==> src/rtl/intc_pkg.sv <==
package intc_pkg;

    localparam int NCH = 4;

    localparam logic [1:0] SENS_LOW  = 2'b00;
    localparam logic [1:0] SENS_HIGH = 2'b01;
    localparam logic [1:0] SENS_FALL = 2'b10;
    localparam logic [1:0] SENS_RISE = 2'b11;

    // stored part of one mode byte (bits [7:6] are not kept)
    typedef struct packed {
        logic [1:0] sens;
        logic       dm;
        logic [2:0] lvl;
    } mode_t;

    function automatic logic [7:0] mode_to_byte(mode_t m);
        return {2'b00, m.sens, m.dm, m.lvl};
    endfunction

    function automatic mode_t byte_to_mode(logic [7:0] b);
        mode_t m;
        m.sens = b[5:4];
        m.dm   = b[3];
        m.lvl  = b[2:0];
        return m;
    endfunction

endpackage

==> src/rtl/intc_sync.sv <==
module intc_sync #(
    parameter int W = 16
) (
    input  logic         clk,
    input  logic         rst_n,
    input  logic [W-1:0] din,
    output logic [W-1:0] dout
);
    logic [W-1:0] s1_q, s2_q;

    always_ff @(posedge clk or negedge rst_n) begin
        if (!rst_n) begin
            s1_q <= '0;
            s2_q <= '0;
        end else begin
            s1_q <= din;
            s2_q <= s1_q;
        end
    end

    assign dout = s2_q;
endmodule

==> src/rtl/intc_arbiter.sv <==
module intc_arbiter #(
    parameter int NSRC = 16,
    parameter int IDXW = 6
) (
    input  logic [NSRC-1:0]   cand,
    input  logic [NSRC*3-1:0] lvl_flat,
    output logic              found,
    output logic [2:0]        best_lvl,
    output logic [IDXW-1:0]   best_idx
);
    // scan from the top down; ">=" lets a lower index take a tie
    always_comb begin
        found    = 1'b0;
        best_lvl = '0;
        best_idx = '0;
        for (int i = NSRC - 1; i >= 0; i--) begin
            if (cand[i] && (lvl_flat[i*3 +: 3] >= best_lvl)) begin
                found    = 1'b1;
                best_lvl = lvl_flat[i*3 +: 3];
                best_idx = IDXW'(i);
            end
        end
    end
endmodule

==> src/rtl/intc_dma_route.sv <==
module intc_dma_route #(
    parameter int NSRC = 16,
    parameter int NCH  = 4,
    parameter int CW   = $clog2(NCH)
) (
    input  logic [NSRC-1:0]    cand,
    input  logic [NSRC*CW-1:0] chan_flat,
    output logic [NCH-1:0]     trig
);
    for (genvar c = 0; c < NCH; c++) begin : g_chan
        logic hit;
        always_comb begin
            hit = 1'b0;
            for (int i = 0; i < NSRC; i++) begin
                if (cand[i] && (chan_flat[i*CW +: CW] == CW'(c))) hit = 1'b1;
            end
        end
        assign trig[c] = hit;
    end
endmodule

==> src/rtl/intc_mode_ctrl.sv <==
module intc_mode_ctrl
    import intc_pkg::*;
#(
    parameter int NSRC = 16,
    parameter int AW   = $clog2(NSRC / 4 + 2)
) (
    input  logic            clk,
    input  logic            rst_n,
    input  logic            wr_en,
    input  logic [AW-1:0]   addr,
    input  logic [31:0]     wdata,
    output logic [31:0]     rdata,
    input  logic [NSRC-1:0] irq_in,
    input  logic [NCH-1:0]  dma_ack,
    output logic            cpu_irq,
    output logic [2:0]      cpu_level,
    output logic [9:0]      cpu_vector,
    output logic [NCH-1:0]  dma_trig
);
    localparam int NREG     = NSRC / 4;
    localparam int IDXW     = 6;
    localparam int CW       = $clog2(NCH);
    localparam int VEC_ADDR = NREG;
    localparam int CLR_ADDR = NREG + 1;

    typedef struct packed {
        mode_t [NSRC-1:0] mode;
        logic  [NSRC-1:0] prev;
        logic  [NSRC-1:0] pend;
        logic             irq;
        logic  [2:0]      lvl;
        logic  [9:0]      vec;
        logic  [NCH-1:0]  trig;
    } state_t;

    state_t q, d;

    logic [NSRC-1:0]    sync_v;
    logic [NSRC-1:0]    cpu_cand, dma_cand;
    logic [NSRC*3-1:0]  lvl_flat;
    logic [NSRC*CW-1:0] chan_flat;
    logic               win_found;
    logic [2:0]         win_lvl;
    logic [IDXW-1:0]    win_idx;
    logic [NCH-1:0]     trig_c;

    intc_sync #(.W(NSRC)) u_sync (
        .clk  (clk),
        .rst_n(rst_n),
        .din  (irq_in),
        .dout (sync_v)
    );

    intc_arbiter #(.NSRC(NSRC), .IDXW(IDXW)) u_arb (
        .cand    (cpu_cand),
        .lvl_flat(lvl_flat),
        .found   (win_found),
        .best_lvl(win_lvl),
        .best_idx(win_idx)
    );

    intc_dma_route #(.NSRC(NSRC), .NCH(NCH), .CW(CW)) u_route (
        .cand     (dma_cand),
        .chan_flat(chan_flat),
        .trig     (trig_c)
    );

    always_comb begin
        d = q;
        for (int i = 0; i < NSRC; i++) begin
            logic  lvl_hit, edge_hit, is_edge, enabled, req, clr_hit, ack_hit;
            mode_t m;
            m        = q.mode[i];
            lvl_hit  = m.sens[0] ? sync_v[i] : ~sync_v[i];
            edge_hit = m.sens[0] ? (sync_v[i] & ~q.prev[i]) : (~sync_v[i] & q.prev[i]);
            is_edge  = m.sens[1];
            enabled  = m.dm ? ~m.lvl[2] : (m.lvl != 3'd0);
            req      = is_edge ? q.pend[i] : lvl_hit;

            cpu_cand[i]          = req & ~m.dm & (m.lvl != 3'd0);
            dma_cand[i]          = req & m.dm & ~m.lvl[2];
            lvl_flat[i*3 +: 3]   = m.lvl;
            chan_flat[i*CW +: CW] = m.lvl[CW-1:0];

            clr_hit  = wr_en && (addr == AW'(CLR_ADDR)) && (wdata[5:0] == 6'(i));
            ack_hit  = m.dm & ~m.lvl[2] & dma_ack[m.lvl[CW-1:0]];
            d.pend[i] = (q.pend[i] & ~clr_hit & ~ack_hit) | (is_edge & enabled & edge_hit);
        end
        d.prev = sync_v;

        for (int r = 0; r < NREG; r++) begin
            if (wr_en && (addr == AW'(r))) begin
                for (int b = 0; b < 4; b++) begin
                    d.mode[r*4 + b] = byte_to_mode(wdata[b*8 +: 8]);
                end
            end
        end
        d.mode[0].sens = SENS_LOW;

        d.irq  = win_found;
        d.lvl  = win_found ? win_lvl : 3'd0;
        d.vec  = win_found ? {win_idx, 4'b0000} : 10'd0;
        d.trig = trig_c;
    end

    always_ff @(posedge clk or negedge rst_n) begin
        if (!rst_n) q <= '0;
        else        q <= d;
    end

    always_comb begin
        rdata = '0;
        for (int r = 0; r < NREG; r++) begin
            if (addr == AW'(r)) begin
                for (int b = 0; b < 4; b++) begin
                    rdata[b*8 +: 8] = mode_to_byte(q.mode[r*4 + b]);
                end
            end
        end
        if (addr == AW'(VEC_ADDR)) rdata = {22'd0, q.vec};
    end

    assign cpu_irq    = q.irq;
    assign cpu_level  = q.lvl;
    assign cpu_vector = q.vec;
    assign dma_trig   = q.trig;
endmodule

==> config.mk <==
export PLATFORM = sky130hd
export DESIGN_NAME = intc_mode_ctrl
export DESIGN_NICKNAME = d
export VERILOG_FILES = /design/src/rtl/intc_pkg.sv /design/src/rtl/intc_sync.sv /design/src/rtl/intc_arbiter.sv /design/src/rtl/intc_dma_route.sv /design/src/rtl/intc_mode_ctrl.sv
export SDC_FILE = /design/constraint.sdc
export NUM_CORES = 1
export LEC_CHECK = 0
export ABC_AREA = 1
export BUFFER_PORTS_ARGS = -buffer_cell sky130_fd_sc_hd__buf_2
export CAP_MARGIN = 20
export CORE_MARGIN = 5
export CORE_UTILIZATION = 65
export CTS_CLUSTER_DIAMETER = 30
export DETAILED_ROUTE_END_ITERATION = 8
export PLACE_DENSITY_LB_ADDON = 0.25
export SLEW_MARGIN = 20
export SYNTH_ARGS = -nofsm -noshare
export SYNTH_HDL_FRONTEND = slang
export SYNTH_HIERARCHICAL = 1
export SYNTH_SLANG_ARGS = --single-unit
==> constraint.sdc <==
create_clock -name clk -period 24.2 [get_ports clk]
set_input_delay 3.63 -clock clk [delete_from_list [all_inputs] [get_ports clk]]
set_output_delay 3.63 -clock clk [all_outputs]
set_load 0.02 [all_outputs]
## Yosys cells after proc, flatten, opt, wreduce, memory -nomap -nowiden

Cells that the tools add are included.

| cells by class | value |
|---|---|
| reductions and logical operators | 135 |
| eq/ne operators | 68 |
| $lt $le $gt $ge | 32 |
| bitwise logic cells | 298 |
| multiplexer cells | 211 |

Operator list:

| kind | number |
|---|---|
| AND 1 bit | 188 |
| two-way mux 1 bit | 156 |
| two-way mux 32 bit | 4 |
| logical AND 1 bit | 101 |
| inverter 1 bit | 95 |
| == test 2 bit (second input constant) | 32 |
| two-way mux 4 bit | 16 |
| two-way mux 3 bit | 17 |
| == test 6 x 4 -> 1 bit (second input constant) | 8 |
| less-than comparator 2 x 3 -> 1 bit (second input constant) | 16 |
| nonzero test 3 bit | 16 |
| greater-or-equal comparator 3 bit | 15 |
| binary-select mux 1 bit (select 2 bit) | 16 |
| == test 2 x 1 -> 1 bit (second input constant) | 16 |
| zero test 2 bit | 16 |
| two-way mux 30 bit | 1 |
| == test 6 x 3 -> 1 bit (second input constant) | 4 |
| bitwise OR 1 bit | 15 |
| == test 6 x 2 -> 1 bit (second input constant) | 2 |
| two-way mux 10 bit | 1 |
| == test 3 x 2 -> 1 bit (second input constant) | 2 |
| == test 3 bit (second input constant) | 2 |
| == test 6 x 1 -> 1 bit (second input constant) | 1 |
| zero test 6 bit | 1 |
| 3 further kinds | 3 |

| storage, ports and cells | value |
|---|---|
| word-level logic and storage cells | 799 |
| bits in registers | 176 |
| bits of input ports | 58 |

## Depth between registers and ports, before layout

Gate-level depths: netlist of the first run.

| depth | value |
|---|---|
| word-level depth | 53 |
| gate-level depth with buffers | 151 |

## By module

The synthesis of the first run kept the hierarchy.

Modules (own cells, without submodules):

| module | cells an instance | instances | area an instance (um^2) |
|---|---|---|---|
| intc_mode_ctrl | 1,081 | 1 | 7,639.8 |
| intc_arbiter | 382 | 1 | 2,058.2 |
| intc_sync | 32 | 1 | 800.8 |
| intc_dma_route | 153 | 1 | 695.7 |

## Least setup slack after synthesis of the first run

OpenSTA, ideal clock, no wires.

| timing | value |
|---|---|
| kind | reg-to-reg |
| start | register q, in the netlist chan_flat[30] |
| end | register q, in the netlist cpu_vector[6] |
| setup slack | 9,068 ps |
| required time | 24,086 ps |
| arrival | 15,019 ps |
| stages on the path, launching flop included | 135 |
| cell sequence | dfrtp_1 -> inv_1 -> nand2_1 -> nand2_1 -> nor2_1 -> nand2_1 -> ha_1 -> nand2_1 -> clkinv_1 -> nand2_2 -> nand2_4 -> nand2_4 -> o21ai_0 -> ha_1 -> nor2_1 -> nand2_1 -> nand3_1 -> nand3_1 -> (+99 left out) -> ha_1 -> o21ai_0 -> nand2_1 -> o21ai_0 -> inv_1 -> nand2_4 -> nand2_1 -> and2_1 -> ha_1 -> nand3_1 -> o211ai_1 -> nand2_1 -> inv_1 -> nor3_1 -> nand2_1 -> clkbuf_1 -> nand2_1 -> inv_1 |

RTL lines:

| element | RTL line | text |
|---|---|---|
| start, declared | intc_mode_ctrl.sv:36 | `state_t q, d;` |
| start signal, assigned | intc_mode_ctrl.sv:107 | `if (!rst_n) q <= '0;` |
| start signal, assigned | intc_mode_ctrl.sv:108 | `else q <= d;` |

==> impl_metrics.toml, run 1 <==
[sta]
fin_setup_tns_ps = 0
achievable-frequency_mhz = 56.97
timing.final.crit_share = 0.7254
rsz_0062_raised_after_global_routing = "false"
post-route-min-period_ps = 17550
timing_worst_slew_pin_value_ps = 1077
setup_viol_count_final = 0
hold_viol = 0
slew_headroom = 0.2794
fin_ws_ps = 6646
finClkSkew_ps = 14.18
slew_violations = 0

[pwr]
totalPowerFinal_w = 0.001348
peakVddDrop_mv = 0.06717
static-leakage-power_nw = 6.642
pwr_density_cell_nw_per_um2 = 110.4

[yosys]
ys.warnings.count = 6
dominant_combinational_cell_family_by_area_after_synthesis = "simple AND/OR/NAND/NOR gates"
synth-seq-cells = 170
adder_cell_share_of_the_synthesized_area = 0.02235
synth_largest_type_area_fraction = 0.3800
yosys-top-cells-area = "dfrtp_1 38%, nand2_1 15%, nand3_1 9.4%"
yosysUniqueCellTypes = 38
syn_area_per_cell_um2 = 6.793
fraction_of_synthesized_cell_area_in_xor_and_xnor_cells = 0.008606
muxShareOfSynthArea = 0.009836
synth_compound_area_frac = 0.09020
synth_largest_area_cell = "dfrtp_1"
proportion_of_register_bits_with_asynchronous_set_or_reset_after_synthesis = 1.000
synth-seq-area-share = 0.3800
ys.flop_type = "dfrtp_1"
synth_edf_count = 0
synth_area_um2 = 11190
synth_simple_gate_area_share = 0.3601
synthCells = 1648
top_cells_by_count_synth = "455 x nand2_1, 246 x inv_1, 210 x nand3_1, 170 x dfrtp_1, 149 x nor2_1"
yosys.cell_count.top_type = "nand2_1"

[drt]
dr.pass1.iters = 7
route.vias.total = 11025
detail_route.vias_per_cell = 5.668
drc_errors = 0
drt-total-wl_um = 33760
antenna_violating_nets_post_route = 0
drt_iter0_drc = 1384
wl_per_cell_um = 17.36

[clock_tree]
clock_latency_ps = 440
tritoncts = "done"
cts.repair_timing.setup_buffer_count = 0
cts_inserted_buffers = 17
postCtsResizedCells = 0
cts-root-to-sink-buffers = 2
cts_htree_levels = 4
cts_root_buffer = "clkbuf_16"
clkTransAtPathRegs_ps = 80
cts_num_sinks = 170
cts_hold_repair.buffers = 0

[worst_hold_path]
hold_path_class = "register to register"

[placement]
dp_hpwl_um = 24710
placed_cells = 1912
gp_congestion = 1.004
placed_area_um2 = 11580
io_buffer_count = 89
pre_cts_ws_ps = 7030

[die]
die-area_um2 = 19950
ioPinCount = 108
placement_rows = 48
die_width_um = 141.2
floorplan.initialDensity = 0.6540
core_area_um2 = 17120
die_h_um = 141.2

[worst_setup_path]
crit_path_top_delay_cell = "dfrtp_1"
critPathArrivalTime_ps = 17880
timing.setup.critical_path_class = "register to register"
startpoint_type = "register"
critical_path.max_fanout = 10
data_required_time_of_the_critical_path_ps = 24520
critical_path.endpoint_type = "register"
cp_common_cell = "nand2_1"
max_stage_delay_ps = 520

[global_routing]
pin_count_of_the_biggest_net_entering_global_routing = 94
grt_pass1_vias = 9945
antenna_violations_before_repair = 0
overflow = 0
global_route.usage.total = 0.3379
grt_first_pass_wirelength_um = 52230

[run_status]
run_status = "completed"

[layout]
areaGrowthSynthToFinish_pct = 9.042
final_design_area_no_fill_um2 = 12210
stdcell_count = 1945
layout-drive-gt1-share = 0.1221
num_antenna_cells = 0
layout.nets = 1785

[run]
maxCapViolCount = 0
==> sequential cells by signal, summed over array words and instances (netlist names) <==
signal and cells:
chan_flat 32, cpu_irq 1, cpu_level 3, cpu_vector 6, dma_trig 4, lvl_flat 16, q 76, u_sync/dout 16
u_sync/s1_q 16
==> per-layer routing <==
metal	vias up	wire length [um]	part of all wire	GRT usage
met4	0	1385	0.041	0.1382
li1	5271	-	-	-
met3	105	3381	0.10	0.06581
met2	597	15430	0.46	0.5345
met5	-	0	0	0
met1	5052	13570	0.40	0.4582
==> power breakdown <==
part	switching, W	internal (W)
Combinational	0.000421	0.000233
Sequential	0.0000764	0.000342
Clock	0.000137	0.000139
==> area by class of cell <==
type	instances	area, um2
Clock inverter	15	182.7
Multi-Input combinational cell	1154	5549
Tap cell	225	281.5
Timing Repair Buffer	95	504.2
Inverter	269	1010
Clock buffer	17	425.4
Fill cell	1444	4910
Sequential cell	170	4254
==> logic make-up after synthesis <==
family | count (synthesis)
AOI/OAI and AO/OA | 190
and+or+nand+nor | 910
xor gates and xnor gates | 11
muxes | 11
adders and majority gates | 20
other | 2
DFF | 170
buffers and inverters | 334
==> cell usage in the layout, fill, tap and decap left out, drive strengths merged, types with 20 or more instances in the layout <==
cell,n
dfrtp,170
inv,267
a21oi,30
o21ai,148
nand2,488
nand4,22
ha,20
buf,95
nand3,230
nor2,149
==> through the flow <==
step | hold slack [ps] | utilization
2_1_floorplan | 331.2 | -
3_3_place_gp | 331.9 | 0.6768
3_5_place_dp | 334.7 | 0.6768
4_1_cts | 351.7 | 0.7123
5_1_grt | 359.9 | 0.7132
6_report | 350.8 | 0.7132
==> final timing paths <==
path | slack, ps | from | end | cells past startpoint
worst min-delay path | 350 | u_sync/s1_q[5]$_DFF_PN0_ | u_sync/dout[5]$_DFF_PN0_ | 0
min in group asynchronous | 3240 | rst_n | u_sync/s1_q[12]$_DFF_PN0_ | 1
worst max register to register | 6650 | chan_flat[30]$_DFFE_PN0P_ | cpu_vector[6]$_DFF_PN0_ | 135
worst min register to register | 350 | u_sync/s1_q[5]$_DFF_PN0_ | u_sync/dout[5]$_DFF_PN0_ | 0
worst max-delay path | 6650 | chan_flat[30]$_DFFE_PN0P_ | cpu_vector[6]$_DFF_PN0_ | 135
max in group asynchronous | 19750 | rst_n | chan_flat[18]$_DFFE_PN0P_ | 2
==> critical path, delay by kind of cell, from the launching register on <==
kind                       cells  cell delay [ps]
AOI/OAI and AO/OA             25             4060
DFF                            1              520
and+or+nand+nor               62             6840
buffers and inverters         33             1810
adders and majority gates     15             4230
(Power assumes the default switching activity.)
==> run 2, diff against run 1 <==
Settings changed: ABC_AREA 1 to 0, CORE_UTILIZATION 65 to 55.
Clock period 24.2 ns to 14.45 ns, I/O delays scaled along.
==> impl_metrics.toml, run 2 <==
[run_status]
run_status = "complete, but fails checks"
violations_in_the_final_reports = "setup timing"

[yosys]
synth_compound_area_frac = 0.1431
adder_cell_share_of_the_synthesized_area = 0.02253
synth_simple_gate_area_share = 0.2141
yosysUniqueCellTypes = 92
dominant_combinational_cell_family_by_area_after_synthesis = "simple AND/OR/NAND/NOR gates"
syn_area_per_cell_um2 = 10.37
ys.flop_type = "dfrtp_1"
muxShareOfSynthArea = 0.1820
synth_edf_count = 0
yosys.cell_count.top_type = "dfrtp_1"
synth-seq-cells = 170
synthCells = 1071
synth_area_um2 = 11110
synth-seq-area-share = 0.3830
synth_largest_type_area_fraction = 0.3830
yosys-top-cells-area = "dfrtp_1 38%, mux2_2 9.5%, mux4_2 7.5%"
ys.warnings.count = 6
top_cells_by_count_synth = "170 x dfrtp_1, 94 x mux2_2, 92 x nand2_1, 54 x nor2_1, 44 x o21ai_0"
proportion_of_register_bits_with_asynchronous_set_or_reset_after_synthesis = 1.000
synth_largest_area_cell = "dfrtp_1"
fraction_of_synthesized_cell_area_in_xor_and_xnor_cells = 0.01183

[worst_setup_path]
data_required_time_of_the_critical_path_ps = 14780
critical_path.endpoint_type = "register"
worst_setup_path_startpoint = "q[144]$_DFFE_PN0P_"
max_stage_delay_ps = 420
startpoint_type = "register"
critical_path.max_fanout = 4
cp_common_cell = "nand2b_4"
source_of_the_worst_register_to_register_timing_path = "q[144]$_DFFE_PN0P_"
critPathArrivalTime_ps = 18840
crit_path_top_delay_cell = "a2111o_1"
timing.setup.critical_path_class = "register to register"

[layout]
mostFrequentLayoutCell = "dfrtp_1"
fin_util = 0.6974
stdcell_count = 1584
multi_input_comb_area_um2 = 6924
areaGrowthSynthToFinish_pct = 25.81
nFillCells = 1534
final_design_area_no_fill_um2 = 13970
regMostFlops = "q"
layout.nets = 1379
num_antenna_cells = 0
layout_common_cells = "170 x dfrtp_1, 165 x buf_4, 92 x mux2_2"
layout-drive-gt1-share = 0.3988
number_of_flip_flops_under_the_largest_register_name = 76
regArea_um2 = 4254

[sta]
post-route-min-period_ps = 18510
timing.final.crit_share = 1.281
fin_ws_ps = -4059
finClkSkew_ps = 16.45
setup_viol_count_final = 8
rsz_0062_raised_after_global_routing = "true"
slew_violations = 0
hold_viol = 0
slew_headroom = 0.3358
achievable-frequency_mhz = 54.03
timing_worst_slew_pin_value_ps = 988.7

[clock_tree]
clock_latency_ps = 440
clkTransAtPathRegs_ps = 80
cts_hold_repair.buffers = 0
cts_htree_levels = 4
cts-root-to-sink-buffers = 2
cts_num_sinks = 170
cts_inserted_buffers = 17
tritoncts = "done"
cts_root_buffer = "clkbuf_16"

[placement]
gp_congestion = 1.023
io_buffer_count = 89
placed_cells = 1511
placed_area_um2 = 12820
pre_cts_ws_ps = -4165
dp_hpwl_um = 25180

[pwr]
pwr_density_cell_nw_per_um2 = 205.2
static-leakage-power_nw = 6.065
peakVddDrop_mv = 0.1105

[drt]
wl_per_cell_um = 22.70
drt_iter0_drc = 906
detail_route.vias_per_cell = 6.314
dr.pass1.iters = 5
route.vias.total = 10001
antenna_violating_nets_post_route = 0
drt-total-wl_um = 35960
drc_errors = 0

[run]
maxCapViolCount = 0

[worst_hold_path]
hp-start = "u_sync/s1_q[4]$_DFF_PN0_"
hold_path_class = "register to register"

[die]
die_width_um = 152.1
placement_rows = 52
core_area_um2 = 20040
floorplan.initialDensity = 0.5543
die-area_um2 = 23140
die_h_um = 152.1
ioPinCount = 108

[global_routing]
pin_count_of_the_biggest_net_entering_global_routing = 105
overflow = 0
grt_first_pass_wirelength_um = 56120
antenna_violations_before_repair = 1
grt_pass1_vias = 9956
global_route.usage.total = 0.3084
-- run 2: cell count changes after synthesis, moves of 18 or more --
cell	delta
nor3b_1	+38
nor2_1	-95
mux4_2	+37
inv_1	-217
nand2b_1	+23
nand2_2	-30
o21ai_0	-68
nand2_1	-363
nor2b_1	+33
mux2_2	+94
o21ai_1	-22
nand3_1	-169
nor3_1	+36
nand3_2	-18
-- run 2: critical path: cells and delay by family (launching register included) --
kind	cells	cell delay (ps)
AO/OA/AOI/OAI	42	7540
buffers and inverters	10	1290
adder cells (fa/ha/maj)	14	3310
XOR/XNOR	1	170
flip-flops	1	390
multiplexers	3	1040
AND/OR/NAND/NOR	33	4610
-- run 2: layer usage --
layer / routed length [um] / global-route usage
met5: 0 / 0
met4: 1561 / 0.1366
met3: 2970 / 0.06314
met2: 16560 / 0.4799
met1: 14870 / 0.4207
-- run 2: worst paths after layout --
check                                            end  slack, ps  cells past startpoint
max                           cpu_level[0]$_DFF_PN0_      -4060                    103
min                         u_sync/dout[4]$_DFF_PN0_        350                      0
max reg2reg                   cpu_level[0]$_DFF_PN0_      -4060                    103
min reg2reg                 u_sync/dout[4]$_DFF_PN0_        350                      0
max in group asynchronous  chan_flat[25]$_DFFE_PN0P_      11180                      2
min in group asynchronous   u_sync/dout[1]$_DFF_PN0_       1850                      1
-- run 2: power by group --
part	switching [W]	internal, W
sequential	0.000142	0.000579
clock	0.000209	0.000284
combinational	0.000783	0.000871
-- run 2: per-stage QoR --
stage	hold WS, ps	total power, W	TNS (ps)
2_1_floorplan	331.2	0.001659	-29500
3_3_place_gp	332.0	0.002090	-27730
3_5_place_dp	335.8	0.002128	-33200
4_1_cts	351.6	0.002752	-31000
5_1_grt	357.7	0.003027	-38640
6_report	345.2	0.002867	-32250
-- run 2: final cells by class --
type / instances / area share
Clock buffer: 20 / 0.03196
Sequential cell: 170 / 0.3044
Timing Repair Buffer: 257 / 0.1234
Inverter: 29 / 0.007789
Clock inverter: 12 / 0.01280
Multi-Input combinational cell: 826 / 0.4955
Tap cell: 270 / 0.02417
-- run 2: logic make-up after synthesis --
| group | Yosys count |
|---|---|
| and+or+nand+nor | 423 |
| buffers and inverters | 86 |
| DFF | 170 |
| adders and majority gates | 20 |
| xor gates and xnor gates | 15 |
| muxes | 143 |
| other | 2 |
| AOI/OAI and AO/OA | 212 |
-- run 2: what timing repair did --
action | CTS | global route
cloned | 1 | 0
endpoints found under the setup margin | 8 | 8
pin swaps | 25 | 30
setup buffers | 28 | 12
gates resized for setup | 16 | 24
==> run 3, diff against run 2 <==
Settings changed: CORE_ASPECT_RATIO set to 2.
==> impl_metrics.toml, run 3 (same netlist as run 2, synthesis figures left out) <==
[global_routing]
overflow = 0
grt_pass1_vias = 10297
antenna_violations_before_repair = 1
pin_count_of_the_biggest_net_entering_global_routing = 93
global_route.usage.total = 0.3172
grt_first_pass_wirelength_um = 56890

[worst_setup_path]
critical_path.max_fanout = 3
timing.critical_path.to = "cpu_level[0]$_DFF_PN0_"
startpoint_type = "register"
critical_path.endpoint_type = "register"
crit_path_top_delay_cell = "dfrtp_1"
cp_common_cell = "buf_4"
timing.reg2reg.setup_slack_ps = -4010
ff2ff_path_depth = 107
data_required_time_of_the_critical_path_ps = 14790
worst_setup_path_startpoint = "q[144]$_DFFE_PN0P_"
timing.setup.critical_path_class = "register to register"
source_of_the_worst_register_to_register_timing_path = "q[144]$_DFFE_PN0P_"
critPathArrivalTime_ps = 18800
max_stage_delay_ps = 400
timing.rr.end = "cpu_level[0]$_DFF_PN0_"

[die]
die_width_um = 110.5
placement_rows = 73
core_area_um2 = 19910
ioPinCount = 108
die-area_um2 = 23310
die_h_um = 211.0
floorplan.initialDensity = 0.5579

[clock_tree]
cts_htree_levels = 4
cts_hold_repair.buffers = 0
cts_num_sinks = 170
tritoncts = "done"
clkTransAtPathRegs_ps = 70
cts_root_buffer = "clkbuf_16"
cts_inserted_buffers = 17
cts-root-to-sink-buffers = 2
clock_latency_ps = 440

[sta]
hold_viol = 0
rsz_0062_raised_after_global_routing = "true"
fin_ws_ps = -4008
setup_viol_count_final = 8
timing_worst_slew_pin_value_ps = 959.6
achievable-frequency_mhz = 54.18
post-route-min-period_ps = 18460
timing.final.crit_share = 1.277
finClkSkew_ps = 10.14
slew_violations = 0
slew_headroom = 0.3554

[layout]
mostFrequentLayoutCell = "buf_4"
layout.nets = 1396
stdcell_count = 1593
regMostFlops = "q"
areaGrowthSynthToFinish_pct = 26.22
number_of_flip_flops_under_the_largest_register_name = 76
layout_common_cells = "182 x buf_4, 170 x dfrtp_1, 92 x mux2_2"
num_antenna_cells = 0
final_design_area_no_fill_um2 = 14020
nFillCells = 1552
layout-drive-gt1-share = 0.4065

[drt]
drt_iter0_drc = 771
antenna_violating_nets_post_route = 0
route.vias.total = 10155
detail_route.vias_per_cell = 6.375
dr.pass1.iters = 5
drt-total-wl_um = 37660
wl_per_cell_um = 23.64
drc_errors = 0

[worst_hold_path]
hold_path_class = "register to register"

[run_status]
run_status = "complete, but fails checks"
violations_in_the_final_reports = "setup timing"

[pwr]
intPower_w = 0.001730
swShare = 0.4057
clk_pwr_share = 0.159
static-leakage-power_nw = 6.112
peakVddDrop_mv = 0.1477
totalPowerFinal_w = 0.002911
power.switching_w = 0.001181
pwr_density_cell_nw_per_um2 = 207.6
power_frac_seq = 0.246
power.share.combinational = 0.595

[placement]
placed_area_um2 = 12840
io_buffer_count = 89
gp_congestion = 1.012
dp_hpwl_um = 27250
placed_cells = 1508

[run]
maxCapViolCount = 0
==> run 3: layout make-up <==
cell class,instances,area (um2),share of cell area
clock buffers,19,442.9,0.03159
clock inverters,13,148.9,0.01062
inverters,29,108.9,0.007764
multi-input cells,826,6887,0.4912
flip-flops and latches,170,4254,0.3034
well taps,262,327.8,0.02338
repair buffers,274,1852,0.1321
==> run 3: power groups by stage <==
stage	Clock (W)	Combinational (W)	Sequential (W)
after floorplan	0	0.000967	0.000692
after global placement	0	0.00141	0.000714
after detailed placement	0	0.00144	0.000719
after CTS	0.000467	0.00164	0.000711
after global routing	0.000489	0.00184	0.000728
final	0.000462	0.00173	0.000717
==> run 3: worst min-delay path by stage <==
| stage | from | end | slack [ps] | depth (start not counted) |
|---|---|---|---|---|
| final | u_sync/s1_q[1]$_DFF_PN0_ | u_sync/dout[1]$_DFF_PN0_ | 350 | 0 |
| after floorplan | u_sync/s1_q[0]$_DFF_PN0_ | u_sync/dout[0]$_DFF_PN0_ | 330 | 0 |
| after detailed placement | u_sync/s1_q[4]$_DFF_PN0_ | u_sync/dout[4]$_DFF_PN0_ | 340 | 0 |
| after global routing | u_sync/s1_q[1]$_DFF_PN0_ | u_sync/dout[1]$_DFF_PN0_ | 360 | 0 |
| after CTS | u_sync/s1_q[1]$_DFF_PN0_ | u_sync/dout[1]$_DFF_PN0_ | 350 | 0 |
| after global placement | u_sync/s1_q[6]$_DFF_PN0_ | u_sync/dout[6]$_DFF_PN0_ | 330 | 0 |
==> run 3: repair_timing <==
action                     4_1_cts  5_1_grt
cloned                           1        0
setup buffers                   42       11
hold endpoints to repair         0        0
pin swaps                       42       29
setup endpoints to repair        8        8
gates resized for setup         19       17
==> run 3: layer usage <==
layer  global-route usage  vias up  wire length [um]
met1               0.3322     5012             12930
met5                    0        -                 0
met3              0.06107      154              2317
met2               0.5585      500             19370
met4               0.2389        0              3042
li1                     -     4489                 -
==> run 3: through the flow <==
stage          utilization  setup WS, ps  TNS [ps]  hold slack (ps)
6_report            0.7042         -4008    -31680            350.9
3_3_place_gp        0.6451         -3441    -27290            332.1
3_5_place_dp        0.6451         -4021    -31910            336.2
5_1_grt             0.7042         -4803    -38220            362.4
4_1_cts             0.6963         -3719    -29540            352.8
2_1_floorplan            -         -3716    -29500            331.2
==> run 3: critical path: cells and delay by family (launching register included) <==
family	cells	cell delay (ps)
compound gates	41	6930
xor+xnor	1	170
fa+ha+maj	13	3220
buf+inv	19	2380
flops	1	400
mux	3	1040
simple gates	30	4230
